File: config.mk
export PLATFORM = sky130hd
export DESIGN_NAME = tlbchk_pair
export DESIGN_NICKNAME = d
export VERILOG_FILES = /design/src/rtl/tlbchk_pkg.sv /design/src/rtl/tlbchk_half_sel.sv /design/src/rtl/tlbchk_rule_eval.sv /design/src/rtl/tlbchk_result_reg.sv /design/src/rtl/tlbchk_pair.sv
export SDC_FILE = /design/constraint.sdc
export NUM_CORES = 1
export LEC_CHECK = 0
export ABC_AREA = 1
export BUFFER_PORTS_ARGS = -buffer_cell sky130_fd_sc_hd__clkbuf_2
export CORE_ASPECT_RATIO = 1.25
export CORE_MARGIN = 1.5
export CORE_UTILIZATION = 35
export CTS_CLUSTER_SIZE = 20
export DETAILED_ROUTE_END_ITERATION = 7
export PLACE_DENSITY_LB_ADDON = 0.25
export SYNTH_ARGS = -nofsm -noshare
export SYNTH_HDL_FRONTEND = slang
export SYNTH_SLANG_ARGS = --single-unit
File: constraint.sdc
create_clock -name clk -period 2.8 [get_ports clk]
set_input_delay 0.42 -clock clk [delete_from_list [all_inputs] [get_ports clk]]
set_output_delay 0.42 -clock clk [all_outputs]
set_load 0.005 [all_outputs]
File: src/rtl/tlbchk_pkg.sv
package tlbchk_pkg;

  typedef enum logic [1:0] {
    ACC_LOAD  = 2'b00,
    ACC_STORE = 2'b01,
    ACC_FETCH = 2'b10,
    ACC_RSVD  = 2'b11
  } acc_e;

  typedef logic signed [3:0] code_t;

  localparam code_t CODE_OK      = 4'sb0000;
  localparam code_t CODE_NOMATCH = 4'sb1110;  // -2
  localparam code_t CODE_INVALID = 4'sb1101;  // -3
  localparam code_t CODE_DIRTY   = 4'sb1100;  // -4
  localparam code_t CODE_RINH    = 4'sb1011;  // -5
  localparam code_t CODE_XINH    = 4'sb1010;  // -6

  typedef struct packed {
    logic valid;
    logic dirty;
    logic rinh;
    logic xinh;
  } pgflags_t;

  // Loads include the reserved kind.
  function automatic logic is_load(acc_e kind);
    return (kind == ACC_LOAD) || (kind == ACC_RSVD);
  endfunction

  // Fixed-priority permission judgement on one selected page.
  function automatic code_t judge(logic miss, acc_e kind, pgflags_t f);
    code_t r;
    if (miss)                                r = CODE_NOMATCH;
    else if (!f.valid)                       r = CODE_INVALID;
    else if (kind == ACC_FETCH && f.xinh)    r = CODE_XINH;
    else if (is_load(kind) && f.rinh)        r = CODE_RINH;
    else if (kind == ACC_STORE && !f.dirty)  r = CODE_DIRTY;
    else                                     r = CODE_OK;
    return r;
  endfunction

endpackage

File: src/rtl/tlbchk_half_sel.sv
module tlbchk_half_sel #(
  parameter int AW = 32
) (
  input  logic [AW-1:0] vaddr,
  input  logic [AW-1:0] pmask,
  input  logic [AW-1:0] pfn_even,
  input  logic [AW-1:0] pfn_odd,
  output logic          sel_odd,
  output logic [AW-1:0] pa_cand
);

  // Isolate the top bit of the mask and test it in the address.
  function automatic logic pick_odd(logic [AW-1:0] va, logic [AW-1:0] m);
    return |(va & m & ~(m >> 1));
  endfunction

  // Offset bits that pass straight through to the physical address.
  function automatic logic [AW-1:0] offset_of(logic [AW-1:0] va, logic [AW-1:0] m);
    return va & (m >> 1);
  endfunction

  logic [AW-1:0] frame_sel;

  always_comb begin
    sel_odd   = pick_odd(vaddr, pmask);
    frame_sel = sel_odd ? pfn_odd : pfn_even;
    pa_cand   = frame_sel | offset_of(vaddr, pmask);
  end

endmodule

File: src/rtl/tlbchk_rule_eval.sv
module tlbchk_rule_eval
  import tlbchk_pkg::*;
#(
  parameter int AW = 32
) (
  input  logic          miss,
  input  logic [1:0]    acc_kind,
  input  logic          sel_odd,
  input  logic [1:0]    pg_valid,
  input  logic [1:0]    pg_dirty,
  input  logic [1:0]    pg_rinh,
  input  logic [1:0]    pg_xinh,
  input  logic [AW-1:0] pa_cand,
  output code_t         code,
  output logic [AW-1:0] pa_next
);

  pgflags_t flags;
  acc_e     kind;

  always_comb begin
    kind        = acc_e'(acc_kind);
    flags.valid = pg_valid[sel_odd];
    flags.dirty = pg_dirty[sel_odd];
    flags.rinh  = pg_rinh[sel_odd];
    flags.xinh  = pg_xinh[sel_odd];
    code        = judge(miss, kind, flags);
    pa_next     = (code == CODE_OK) ? pa_cand : '0;
  end

endmodule

File: src/rtl/tlbchk_result_reg.sv
module tlbchk_result_reg
  import tlbchk_pkg::*;
#(
  parameter int AW = 32
) (
  input  logic          clk,
  input  logic          rst,
  input  logic          req,
  input  code_t         code_in,
  input  logic [AW-1:0] pa_in,
  output logic          done,
  output code_t         code_q,
  output logic [AW-1:0] pa_q
);

  always_ff @(posedge clk) begin
    if (rst) begin
      done   <= 1'b0;
      code_q <= CODE_OK;
      pa_q   <= '0;
    end else begin
      done <= req;
      if (req) begin
        code_q <= code_in;
        pa_q   <= pa_in;
      end
    end
  end

endmodule

File: src/rtl/tlbchk_pair.sv
module tlbchk_pair
  import tlbchk_pkg::*;
#(
  parameter int AW = 32
) (
  input  logic          clk,
  input  logic          rst,
  input  logic          req,
  input  logic          miss,
  input  logic [AW-1:0] vaddr,
  input  logic [AW-1:0] pmask,
  input  logic [1:0]    acc_kind,
  input  logic [1:0]    pg_valid,
  input  logic [1:0]    pg_dirty,
  input  logic [1:0]    pg_rinh,
  input  logic [1:0]    pg_xinh,
  input  logic [AW-1:0] pfn_even,
  input  logic [AW-1:0] pfn_odd,
  output logic          done,
  output logic [3:0]    fault_code,
  output logic [AW-1:0] paddr
);

  // Named internal events, visible to the bound checker.
  logic          sel_odd;
  logic [AW-1:0] pa_cand;
  code_t         eval_code;
  logic [AW-1:0] pa_next;
  code_t         code_q;

  tlbchk_half_sel #(.AW(AW)) u_half (
    .vaddr    (vaddr),
    .pmask    (pmask),
    .pfn_even (pfn_even),
    .pfn_odd  (pfn_odd),
    .sel_odd  (sel_odd),
    .pa_cand  (pa_cand)
  );

  tlbchk_rule_eval #(.AW(AW)) u_rules (
    .miss     (miss),
    .acc_kind (acc_kind),
    .sel_odd  (sel_odd),
    .pg_valid (pg_valid),
    .pg_dirty (pg_dirty),
    .pg_rinh  (pg_rinh),
    .pg_xinh  (pg_xinh),
    .pa_cand  (pa_cand),
    .code     (eval_code),
    .pa_next  (pa_next)
  );

  tlbchk_result_reg #(.AW(AW)) u_reg (
    .clk     (clk),
    .rst     (rst),
    .req     (req),
    .code_in (eval_code),
    .pa_in   (pa_next),
    .done    (done),
    .code_q  (code_q),
    .pa_q    (paddr)
  );

  assign fault_code = code_q;

endmodule

==> load_flow_metrics.sql <==
INSERT INTO impl_metrics (metric_group, metric, value, unit) VALUES
('sta', 'final_critical_delay_including_setup_and_external_delays', '2.20', 'ns'),
('worst_setup_path', 'cp_cell_sequence', 'clkbuf_2 -> nand3b_1 -> nand2_1 -> nor2_1 -> nand2_1 -> nor2_4 -> nand2_4 -> nand2_1 -> nand3_1 -> nand2_1 -> inv_2 -> nand3_2 -> a21oi_2', ''),
('logic_synthesis', 'share_of_the_synthesized_area_in_the_top_cell_type', '27.3', '%'),
('run', 'max_cap_viol_count', '0', ''),
('worst_setup_path', 'critPathLaunchType', 'input port', ''),
('power', 'power_total', '1.25', 'mW'),
('sta', 'rsz_0062_raised_after_global_routing', 'false', ''),
('placed_design', 'dp.cells', '672', ''),
('clock_network', 'post-cts-setup-buffers', '0', ''),
('finish', 'antenna_cells', '0', ''),
('placed_design', 'gpl.final_weighted_congestion', '0.806', ''),
('power', 'p_leak', '1.96', 'nW'),
('worst_setup_path', 'worst_r2r_startpoint', 'u_reg.code_q[3]$_SDFFE_PP0P_', ''),
('logic_synthesis', 'synthesis.area_per_instance', '6.58', 'sq um'),
('finish', 'instances_no_fill', '680', ''),
('logic_synthesis', 'post_synth_instance_area', '2720', 'sq um'),
('worst_setup_path', 'timing.critical_path.to', 'u_reg.pa_q[18]$_SDFFE_PP0P_', ''),
('sta', 'max_freq', '455', 'MHz'),
('logic_synthesis', 'netlist_top_cells_count', 'nand2_1 (160), nand3_1 (61), dfxtp_1 (37)', ''),
('sta', 'timing.slew.headroom', '45.6', '%'),
('detailed_routing', 'drt_pass1_iterations', '4', ''),
('worst_setup_path', 'timing.critical_path.to_type', 'flop', ''),
('sta', 'slew_viol_final', '0', ''),
('worst_setup_path', 'cp.depth', '13', ''),
('die', 'rows', '35', ''),
('worst_setup_path', 'slowest_stage', 'inv_2', ''),
('global_routing', 'gr-total-overflow', '0', ''),
('worst_setup_path', 'cpLargestDelayFamily', 'simple AND/OR/NAND/NOR gates', ''),
('clock_network', 'tritoncts', 'done', ''),
('die', 'floorplan.die.height', '102', 'microns'),
('detailed_routing', 'wl_per_cell', '12.2', 'microns'),
('min_path', 'timing.hold.worst.class', 'input port to flop', ''),
('status', 'run_status', 'complete, no violations', ''),
('clock_network', 'clkSinkCount', '37', ''),
('logic_synthesis', 'netlist-cell-type-count', '25', ''),
('logic_synthesis', 'yosys.area.top_type', 'dfxtp_1', ''),
('logic_synthesis', 'synth_enable_flop_cells', '0', ''),
('logic_synthesis', 'post_synth_inst_count', '413', ''),
('sta', 'final-hold-violation-count', '0', ''),
('detailed_routing', 'number_of_drc_violations_after_detailed_routing_iteration_0', '92', ''),
('clock_network', 'cts_htree_levels', '2', ''),
('die', 'floorplan.core_area', '7440', 'sq um'),
('logic_synthesis', 'ys_seq_area_share', '27.3', '%'),
('worst_setup_path', 'required', '3.01', 'ns'),
('placed_design', 'port_buffers', '178', ''),
('sta', 'timing.final.setup_violations', '0', ''),
('sta', 'fin_setup_tns', '0', 'ns'),
('global_routing', 'wire_length_of_the_first_global_routing_pass', '13.4', 'mm'),
('clock_network', 'clk_transition_reported_paths', '0.07', 'ns'),
('die', 'die_width', '81.8', 'microns'),
('logic_synthesis', 'yosys_register_bits', '37', ''),
('global_routing', 'number_of_global_route_vias_before_repair', '3187', ''),
('detailed_routing', 'detail_route.vias_per_cell', '4.80', ''),
('detailed_routing', 'wl', '8.29', 'mm'),
('logic_synthesis', 'postSynthNetCount', '557', ''),
('detailed_routing', 'route.detailed.drc', '0', ''),
('worst_setup_path', 'critical_path.n_buffers_inverters', '2', ''),
('logic_synthesis', 'synth_async_sr_flop_share', '0', '%'),
('clock_network', 'cts.hold.buffers_added', '0', ''),
('worst_setup_path', 'timing.reg2reg.setup_slack', '2.14', 'ns'),
('logic_synthesis', 'yosys_warnings', '0', ''),
('finish', 'design.final.nets', '731', ''),
('power', 'power_per_cell_area', '332', 'nW/um^2'),
('detailed_routing', 'antenna_violating_nets_post_route', '0', ''),
('worst_setup_path', 'worst_setup_path_category', 'input port to flop', ''),
('finish', 'post_synthesis_to_final_layout_area_growth', '38.2', '%'),
('clock_network', 'clock-root-buffer', 'clkbuf_8', ''),
('sta', 'period_share', '78.5', '%'),
('placed_design', 'dp_hpwl', '6.69', 'mm'),
('sta', 'max_slew.worst_pin.slew', '0.815', 'ns'),
('sta', 'skew', '0', 'ns');
[cell usage in the layout, fill, tap and decap left out, drive strengths merged]
| master | n |
|---|---|
| clkbuf | 186 |
| nand2 | 162 |
| nand3 | 91 |
| dfxtp | 37 |
| a21oi | 37 |
| inv | 35 |
| nor2 | 15 |
| nand3b | 8 |
| buf | 8 |
| o21ai | 5 |
| ha | 2 |
| clkinv | 1 |
| and2 | 1 |
[logic make-up (layout without fill, tap and decap cells)]
group / count (synthesis) / after routing / share of synthesized area [%]
and+or+nand+nor: 277 / 277 / 51.2
buffers and inverters: 55 / 230 / 8.98
AOI/OAI and AO/OA: 42 / 42 / 11.6
DFF: 37 / 37 / 27.3
adders and majority gates: 2 / 2 / 0.921
[layer usage]
metal	vias to the layer above	part of all wire, %	global-route usage [%]
met1	1448	40	23.1
li1	1683	-	-
met5	-	0	0
met3	10	6.7	4.23
met2	124	52	37.7
met4	0	1.3	6.13
[tightest hold or removal path, stage by stage]
cell and delay (ns):
clkbuf_2 0.11, o21ai_0 0.09, a21oi_1 0.10
[power by group]
part           internal, mW  leakage [nW]  switching, mW
combinational         0.153          1.62          0.195
sequential            0.543         0.301        0.00864
clock                 0.177        0.0395          0.172
[stage by stage]
stage               worst slack (ns)  cell area (sq um)  hold WS (ns)  utilization, %
finish                         0.602               3750         0.472            50.4
global route                   0.324               3750         0.472            50.4
CTS                            0.567               3750         0.466            50.4
detailed placement             0.258               3670         0.458            49.4
global placement               0.358               3670         0.455            49.4
floorplan                       1.09               2720         0.462               -
[layout make-up]
| class | instances | area (sq um) | area share (%) |
|---|---|---|---|
| Multi-Input combinational cell | 321 | 1730 | 46.2 |
| Timing Repair Buffer | 186 | 951 | 25.3 |
| Sequential cell | 37 | 741 | 19.7 |
| Inverter | 36 | 135 | 3.60 |
| Tap cell | 92 | 115 | 3.07 |
| Clock buffer | 8 | 80.1 | 2.13 |
[worst min path at each step]
stage / cells after the start / endpoint / from / slack (ns)
finish: 3 / u_reg.code_q[2]$_SDFFE_PP0P_ / req / 0.47
global route: 4 / u_reg.code_q[0]$_SDFFE_PP0P_ / miss / 0.47
CTS: 3 / u_reg.code_q[2]$_SDFFE_PP0P_ / req / 0.47
detailed placement: 2 / u_reg.pa_q[21]$_SDFFE_PP0P_ / u_reg.pa_q[21]$_SDFFE_PP0P_ / 0.46
global placement: 2 / u_reg.pa_q[22]$_SDFFE_PP0P_ / u_reg.pa_q[22]$_SDFFE_PP0P_ / 0.45
floorplan: 2 / u_reg.code_q[0]$_SDFFE_PP0P_ / u_reg.code_q[0]$_SDFFE_PP0P_ / 0.46
[state kept, by name, indices dropped and copies added (netlist names)]
register and cells:
u_reg.code_q 4, u_reg.done 1, u_reg.pa_q 32
No activity file was read; power rests on OpenSTA's default activity.
